==> config.mk <==
export PLATFORM = sky130hd
export DESIGN_NAME = ext_space_classifier
export DESIGN_NICKNAME = d
export VERILOG_FILES = /design/src/rtl/ext_space_pkg.sv /design/src/rtl/ext_space_ctrl.sv /design/src/rtl/ext_space_datapath.sv /design/src/rtl/ext_space_classifier.sv
export SDC_FILE = /design/constraint.sdc
export NUM_CORES = 1
export LEC_CHECK = 0
export ABC_AREA = 1
export BUFFER_PORTS_ARGS = -buffer_cell sky130_fd_sc_hd__buf_2
export CAP_MARGIN = 20
export CORE_MARGIN = 1.5
export CORE_UTILIZATION = 45
export CTS_CLUSTER_SIZE = 30
export DETAILED_ROUTE_END_ITERATION = 12
export PLACE_DENSITY_LB_ADDON = 0.3
export SYNTH_ARGS = -nofsm -noshare
export SYNTH_HDL_FRONTEND = slang
export SYNTH_HIERARCHICAL = 1
export SYNTH_SLANG_ARGS = --single-unit
==> constraint.sdc <==
create_clock -name clk -period 1.2 [get_ports clk]
set_input_delay 0.12 -clock clk [delete_from_list [all_inputs] [get_ports clk]]
set_output_delay 0.12 -clock clk [all_outputs]
set_load 0.01 [all_outputs]
==> src/rtl/ext_space_pkg.sv <==
package ext_space_pkg;

  localparam int NUM_SPACES = 7;
  localparam int SPACE_IDX_W = $clog2(NUM_SPACES);

  typedef enum logic [SPACE_IDX_W-1:0] {
    SP_NONE   = 3'd0,
    SP_UNDEF  = 3'd1,
    SP_ARITH  = 3'd2,
    SP_CTRL   = 3'd3,
    SP_LDST   = 3'd4,
    SP_COPROC = 3'd5,
    SP_UNCOND = 3'd6
  } space_e;

  typedef enum logic [1:0] {
    ST_DEFINED   = 2'b00,
    ST_UNDEFINED = 2'b01,
    ST_UNPRED    = 2'b10
  } status_e;

  typedef struct packed {
    logic capture;
  } strobe_t;

endpackage

==> src/rtl/ext_space_ctrl.sv <==
module ext_space_ctrl
  import ext_space_pkg::*;
(
  input  logic    clk,
  input  logic    rstN,
  input  logic    inValid,
  output strobe_t strobe,
  output logic    outValid
);

  assign strobe.capture = inValid;

  always_ff @(posedge clk or negedge rstN) begin
    if (!rstN) outValid <= 1'b0;
    else       outValid <= inValid;
  end


  pulse_follow_chk: assert property (@(posedge clk) disable iff (!rstN)
    inValid |=> outValid);


  pulse_drop_chk: assert property (@(posedge clk) disable iff (!rstN)
    !inValid |=> !outValid);

endmodule

==> src/rtl/ext_space_datapath.sv <==
module ext_space_datapath
  import ext_space_pkg::*;
#(
  parameter int WORD_W = 32
) (
  input  logic                  clk,
  input  logic                  rstN,
  input  strobe_t               strobe,
  input  logic [WORD_W-1:0]     inWord,
  output logic [NUM_SPACES-1:0] spaceOneHot,
  output logic [1:0]            status,
  output logic                  allocMatch
);

  localparam int COND_HI = WORD_W - 1;
  localparam int COND_LO = WORD_W - 4;

  logic [WORD_W-1:0] w;
  assign w = inWord;

  logic condAll;
  logic undefRegion, arithRegion, ldstRegion, ctrlRegion, copRegion;
  logic arithAlloc, ldstAlloc, ctrlAlloc, mrsForm, pldForm;
  logic [3:0] fBits;
  logic [1:0] oBits;

  space_e  spaceSel;
  status_e statusNext;
  logic    allocNext;
  logic [NUM_SPACES-1:0] spaceNext;

  assign condAll     = &w[COND_HI:COND_LO];
  assign fBits       = w[7:4];
  assign oBits       = w[22:21];

  // region detectors
  assign undefRegion = (w[27:25] == 3'b011) && w[4];
  assign arithRegion = (w[27:24] == 4'b0000) && (fBits == 4'b1001);
  assign ldstRegion  = (w[27:25] == 3'b000) && w[7] && w[4]
                       && !(!w[24] && (w[6:5] == 2'b00));
  assign ctrlRegion  = (w[27:26] == 2'b00) && (w[24:23] == 2'b10) && !w[20]
                       && !(!w[25] && w[7] && w[4]);
  assign copRegion   = (w[27:23] == 5'b11000) && !w[21];

  // allocation inside regions
  assign arithAlloc = (w[23:22] != 2'b01);
  assign ldstAlloc  = (w[6:5] != 2'b00) || (!w[23] && (w[21:20] == 2'b00));
  assign pldForm    = (w[27:26] == 2'b01) && w[24] && (w[22:20] == 3'b101);
  assign mrsForm    = !w[25] && (fBits == 4'b0000) && !oBits[0];

  always_comb begin
    ctrlAlloc = 1'b0;
    if (w[25]) begin
      ctrlAlloc = oBits[0];
    end else begin
      unique casez (fBits)
        4'b0000: ctrlAlloc = 1'b1;
        4'b0001: ctrlAlloc = oBits[0];
        4'b0011: ctrlAlloc = (oBits == 2'b01);
        4'b0101: ctrlAlloc = 1'b1;
        4'b0111: ctrlAlloc = (oBits == 2'b01);
        4'b1??0: ctrlAlloc = 1'b1;
        default: ctrlAlloc = 1'b0;
      endcase
    end
  end

  // priority resolution
  always_comb begin
    spaceSel   = SP_NONE;
    statusNext = ST_DEFINED;
    allocNext  = 1'b0;
    if (condAll) begin
      spaceSel = SP_UNCOND;
      if (pldForm)
        statusNext = (w[15:12] == 4'hF) ? ST_DEFINED : ST_UNPRED;
      else if ((w[27:25] == 3'b101) || (w[27:25] == 3'b110) || (w[27:24] == 4'b1110))
        statusNext = ST_DEFINED;
      else
        statusNext = ST_UNDEFINED;
    end else if (undefRegion) begin
      spaceSel   = SP_UNDEF;
      statusNext = ST_UNDEFINED;
    end else if (arithRegion) begin
      spaceSel   = SP_ARITH;
      allocNext  = arithAlloc;
      statusNext = arithAlloc ? ST_DEFINED : ST_UNDEFINED;
    end else if (ldstRegion) begin
      spaceSel   = SP_LDST;
      statusNext = ldstAlloc ? ST_DEFINED : ST_UNDEFINED;
    end else if (ctrlRegion) begin
      spaceSel  = SP_CTRL;
      allocNext = ctrlAlloc;
      if (!ctrlAlloc)                        statusNext = ST_UNDEFINED;
      else if (mrsForm && (w[11:0] != '0))   statusNext = ST_UNPRED;
      else                                   statusNext = ST_DEFINED;
    end else if (copRegion) begin
      spaceSel   = SP_COPROC;
      statusNext = w[22] ? ST_DEFINED : ST_UNDEFINED;
    end
  end

  for (genvar i = 0; i < NUM_SPACES; i++) begin : g_onehot
    assign spaceNext[i] = (spaceSel == space_e'(i));
  end

  always_ff @(posedge clk or negedge rstN) begin
    if (!rstN) begin
      spaceOneHot <= '0;
      status      <= 2'b00;
      allocMatch  <= 1'b0;
    end else if (strobe.capture) begin
      spaceOneHot <= spaceNext;
      status      <= statusNext;
      allocMatch  <= allocNext;
    end
  end


  status_code_chk: assert property (@(posedge clk) disable iff (!rstN)
    status != 2'b11);


  space_width_chk: assert property (@(posedge clk) disable iff (!rstN)
    $onehot0(spaceOneHot));


  hold_when_idle_chk: assert property (@(posedge clk) disable iff (!rstN)
    !strobe.capture |=> $stable(spaceOneHot) && $stable(status) && $stable(allocMatch));


  alloc_region_chk: assert property (@(posedge clk) disable iff (!rstN)
    allocMatch |-> (spaceOneHot[SP_ARITH] || spaceOneHot[SP_CTRL]));

endmodule

==> src/rtl/ext_space_classifier.sv <==
module ext_space_classifier
  import ext_space_pkg::*;
#(
  parameter int WORD_W = 32
) (
  input  logic                  clk,
  input  logic                  rstN,
  input  logic                  inValid,
  input  logic [WORD_W-1:0]     inWord,
  output logic                  outValid,
  output logic [NUM_SPACES-1:0] spaceOneHot,
  output logic [1:0]            status,
  output logic                  allocMatch
);

  strobe_t strobe;

  ext_space_ctrl u_ctrl (
    .clk      (clk),
    .rstN     (rstN),
    .inValid  (inValid),
    .strobe   (strobe),
    .outValid (outValid)
  );

  ext_space_datapath #(.WORD_W(WORD_W)) u_dp (
    .clk         (clk),
    .rstN        (rstN),
    .strobe      (strobe),
    .inWord      (inWord),
    .spaceOneHot (spaceOneHot),
    .status      (status),
    .allocMatch  (allocMatch)
  );


  result_onehot_chk: assert property (@(posedge clk) disable iff (!rstN)
    outValid |-> $onehot(spaceOneHot));


  uncond_first_chk: assert property (@(posedge clk) disable iff (!rstN)
    inValid |=> (spaceOneHot[SP_UNCOND] == ($past(inWord[WORD_W-1:WORD_W-4]) == 4'hF)));

endmodule

; After elaboration in Yosys (flattened, before gate mapping)
; Index checks and enable logic that the tools add are counted.
[totals]
ff_bits = 11
latch_bits = 0
mem_bits_rw = 0
rom_bits = 0
in_bits = 35
out_inout_bits = 11
wordCells = 94
n_memories = 0
[op_classes]
add_sub_neg = 0
mul = 0
div_mod_pow = 0
magnitude_cmp = 0
eq_ne = 23
n_shift = 0
mux = 27
bitwise_logic = 0
reduce_logical = 40
[ops]
columns = cell, count
row1 = 2-bit two-way mux, 10
row2 = 3-bit == test (second input constant), 6
row3 = 1-bit logical AND, 18
row4 = 3-bit two-way mux, 6
row5 = 4-bit == test (second input constant), 3
row6 = 12-bit nonzero test, 1
row7 = 1-bit two-way mux, 10
row8 = 3-bit by 2-bit == test with 1-bit output (second input constant), 3
row9 = 4-bit by 3-bit == test with 1-bit output (second input constant), 2
row10 = 4-bit zero test, 2
row11 = 1-bit zero test, 7
row12 = 2-bit zero test, 3
row13 = 3-bit zero test, 2
row14 = 5-bit == test (second input constant), 1
row15 = 2-bit by 1-bit == test with 1-bit output (second input constant), 2
row16 = 2-bit == test (second input constant), 2
row17 = 4-bit by 1-bit == test with 1-bit output (second input constant), 1
row18 = 4-bit by 2-bit == test with 1-bit output (second input constant), 1
row19 = 4-bit AND reduction, 1
row20 = 3-bit by 1-bit == test with 1-bit output (second input constant), 1
row21 = 1-bit logical OR, 3
row22 = 1-bit case mux with 3 select lines, 1
row23 = 3-bit OR reduction, 1
row24 = 2-bit by 1-bit inequality test with 1-bit output (second input constant), 1
row25 = other kinds (2), 2

; Depth between registers and ports, before layout
[depth]
ltp_word = 11
ltp_mapped = 10
mapped_depth_nobuf = 10

; Cells and area by module
; The synthesis kept the hierarchy.
[by_module_without_submodules]
columns = mod, instances, cells_each, area_per_inst_um2, seq_area_each_um2
row1 = ext_space_datapath, 1, 133, 805.8, 250.2
row2 = ext_space_ctrl, 1, 2, 32.5, 25.0

; Worst setup path before layout
; OpenSTA, ideal clock, no wires.
[synth_timing]
path_kind = input-to-reg
start = input inWord[27]
end = register u_dp.status[0]
setup_time_ns = 0.116
t_arrival_ns = 0.776
t_required_ns = 1.084
slack_ns = 0.307
cell_stages = 8
path_buffers = 0
cell_sequence = nor2_1 > nand2_1 > nor3_1 > nand2_1 > nand2_1 > nand2_1 > nand2_1 > nand2_1
[synth_between]
elab_chain_cells = 9
word_cells_on_any_way = 30
cone_classes = 6 x eq/ne / 8 x mux / 16 x reduce/logical
[synth_lines]
columns = item, line
row1 = "start, declared", ext_space_classifier.sv:9  ; input logic [WORD_W-1:0] inWord,
row2 = branches (longest 8 deep; another with 5-bit == test), n/a
row3 = 2-bit two-way mux *, ext_space_datapath.sv:73  ; if (condAll) begin
row4 = "end signal, assigned", ext_space_datapath.sv:114  ; status <= statusNext;
row5 = "end, declared", ext_space_datapath.sv:11  ; output logic [1:0] status,
; Mark *: on every way between the ends.
; A chain may end at the register's enable or synchronous reset.

; Worst setup path in the final report
[layout_timing]
start = register u_dp.spaceOneHot[5]
end = output spaceOneHot[5]
[layout_lines]
columns = item, line
row1 = "start, declared", ext_space_datapath.sv:10  ; output logic [NUM_SPACES-1:0] spaceOneHot,
row2 = "start signal, assigned", ext_space_datapath.sv:113  ; spaceOneHot <= spaceNext;
row3 = "end, declared", ext_space_classifier.sv:11  ; output logic [NUM_SPACES-1:0] spaceOneHot,
; No word-level cell between the ends.

==> run summary <==
Status: finished, final reports clean
Most common cell after layout, fill and taps aside: nand2_1
Depth of the worst register-to-register path: 2
Required time of the critical path: 1080 ps
# diodes: 0
Commonest cells after routing, fill and taps aside: nand2_1 (47), buf_2 (41), nor2_1 (22)
RSZ-0062 raised after global routing: no
Pwr Density: 771 nW/µm²
DRT antenna net count: 0
Via count: 978
Top FF cell, synth: dfrtp_1
Critical-path cell list: buf_2
Worst Max-Slew Pin Slew: 298 ps
Layout cell share with drive strength beyond 1: 0.320
Min-Delay Path Class: input port to flip-flop
Htree depth: 1
Final Cycle Share: 0.755
DIE WIDTH: 46.2 µm
Synth Area per Inst: 6.21 µm²
Synth Register Bits: 11
Fmax: 1100 MHz
Num rows: 15
Mapped Nets: 170
Lkg Pwr: 0.678 nW
Crit path time final: 906 ps
Final core occ: 0.639
Reg2Reg Setup Slack: 570 ps
Final WL: 2060 µm
Pre-antenna DRT Iters: 4
Avg WL per Cell: 9.99 µm
Post-layout nets: 217
Dpl hpwl: 1730 µm
Worst Setup End Kind: output port
WS Path Type: flip-flop to output port
Layout Skew: 0 ps
Warnings from Yosys: 6
Crit path DAT: 790 ps
Resize count post-CTS: 0
Number of buffers created by CTS: 3
Crit Path Max Fanout: 2
Drt drc: 0
Largest net degree at the start of global routing: 12
CP max stage cell: dfrtp_1
Grt ovf: 0
Fraction of registers with async set/reset: 1.00
Via-per-instance ratio: 4.75
CP max stage delay: 380 ps
Worst VDD drop: 0.688 mV
PortBufs: 41
Initial antenna violation count: 0
Clock buffer depth: 2
Die area: 2130 µm²
Boundary pin count: 46
Fin. Hold Viols: 0
Bufs and invs on worst path: 1
Setup Viol. Count Final: 0
Max Cap Viol: 0
Post-synth EDFFs: 0
Delay-heaviest family, CP: flip-flops
Initial Util: 0.480
Mapped Area: 838 µm²
Core area: 1750 µm²
Slew HR: 0.801
Sink Count: 11
Vias in the first global route: 868
Global-route wire length before repair: 3330 µm
Crit start category: flip-flop
Post-CTS setup buffers: 0
CP Depth: 1
Slew Viols, Final: 0
Clk_lat worst skew: 260 ps
Yosys cell types: 21
Setup_tns: 0 ps
CTS clk-pin slew, worst paths: 70 ps
WHS Path Cells: 1
DRT iter0 DRCs: 18
Die height: 46.2 µm
CTS tree: yes
Root buffer cell: clkbuf_4
Final Wtd Congestion: 0.870
Area Growth Syn to Fin: 33.0%
Post-Syn Instances: 135
Global-route total usage across every layer: 0.217
Sequential-to-total area share from yosys stat: 0.328
[power breakdown]
group / internal, W / total, W / switching [W]
Sequential: 0.000387 / 0.000394 / 0.00000702
Combinational: 0.0000898 / 0.000217 / 0.000127
Clock: 0.000129 / 0.000248 / 0.000120
Total: 0.000606 / 0.000859 / 0.000254
[flip-flops by register name, summed over array words and instances, names as in the netlist]
signal / flops
u_ctrl/outValid: 1
u_dp/spaceOneHot: 7
u_dp/allocMatch: 1
u_dp/status: 2
[repair_timing]
action,4_1_cts,5_1_grt
hold buffers,1,0
setup endpoints to repair,0,0
hold endpoints to repair,11,0
[cells by family (layout without fill, tap and decap cells)]
family                 Yosys count  after routing  synth area share
AOI/OAI and AO/OA               11             11            0.0806
buffers and inverters           19             65            0.0895
DFF                             11             11             0.328
and+or+nand+nor                 94             94             0.501
[worst paths after layout]
check                                          from                   to
worst min register to register      u_dp/allocMatch      u_dp/allocMatch
min in group asynchronous                      rstN  u_dp/spaceOneHot[5]
max in group asynchronous                      rstN  u_dp/spaceOneHot[6]
worst max-delay path            u_dp/spaceOneHot[5]       spaceOneHot[5]
worst max register to register  u_dp/spaceOneHot[6]  u_dp/spaceOneHot[6]
worst min-delay path                        inValid      u_ctrl/outValid
[synthesized netlist by cell type, types with 2 or more instances]
cell type  number  area, µm²
nand2_2         2       12.5
dfrtp_1        11        275
o21ai_0         4       20.0
nand2_1        47        176
nor2_1         22       82.6
nand4_1         5       31.3
a21oi_1         2       10.0
nor3_1          2       10.0
nand3_1         9       45.0
inv_2           2       7.51
o21ai_1         2       10.0
nand3_2         3       30.0
inv_1          15       56.3
nor2_2          2       12.5
[layout make-up]
cell class | count | area (µm²)
inverters | 17 | 63.8
multi-input cells | 105 | 488
repair buffers | 44 | 230
well taps | 25 | 31.3
clock buffers | 4 | 26.3
fillers | 176 | 631
flip-flops and latches | 11 | 275
[stage by stage]
stage	hold WS [ps]	power, W	std cells	setup slack, ps	area [µm²]
floorplan	-176	0.000509	135	307	838
global placement	-6.11	0.000609	201	78.0	1080
detailed placement	-2.05	0.000616	201	53.6	1080
CTS	3.36	0.000871	206	282	1110
global route	10.2	0.000915	206	211	1110
finish	10.8	0.000859	206	294	1110
[routing by layer]
layer / vias up / share of wire / global-route usage
met5: - / 0 / 0
met4: 0 / 0.0058 / 0.0514
met3: 2 / 0.054 / 0.0588
met2: 31 / 0.46 / 0.386
met1: 425 / 0.48 / 0.256
li1: 520 / - / -
No activity file was read; power rests on OpenSTA's default activity.
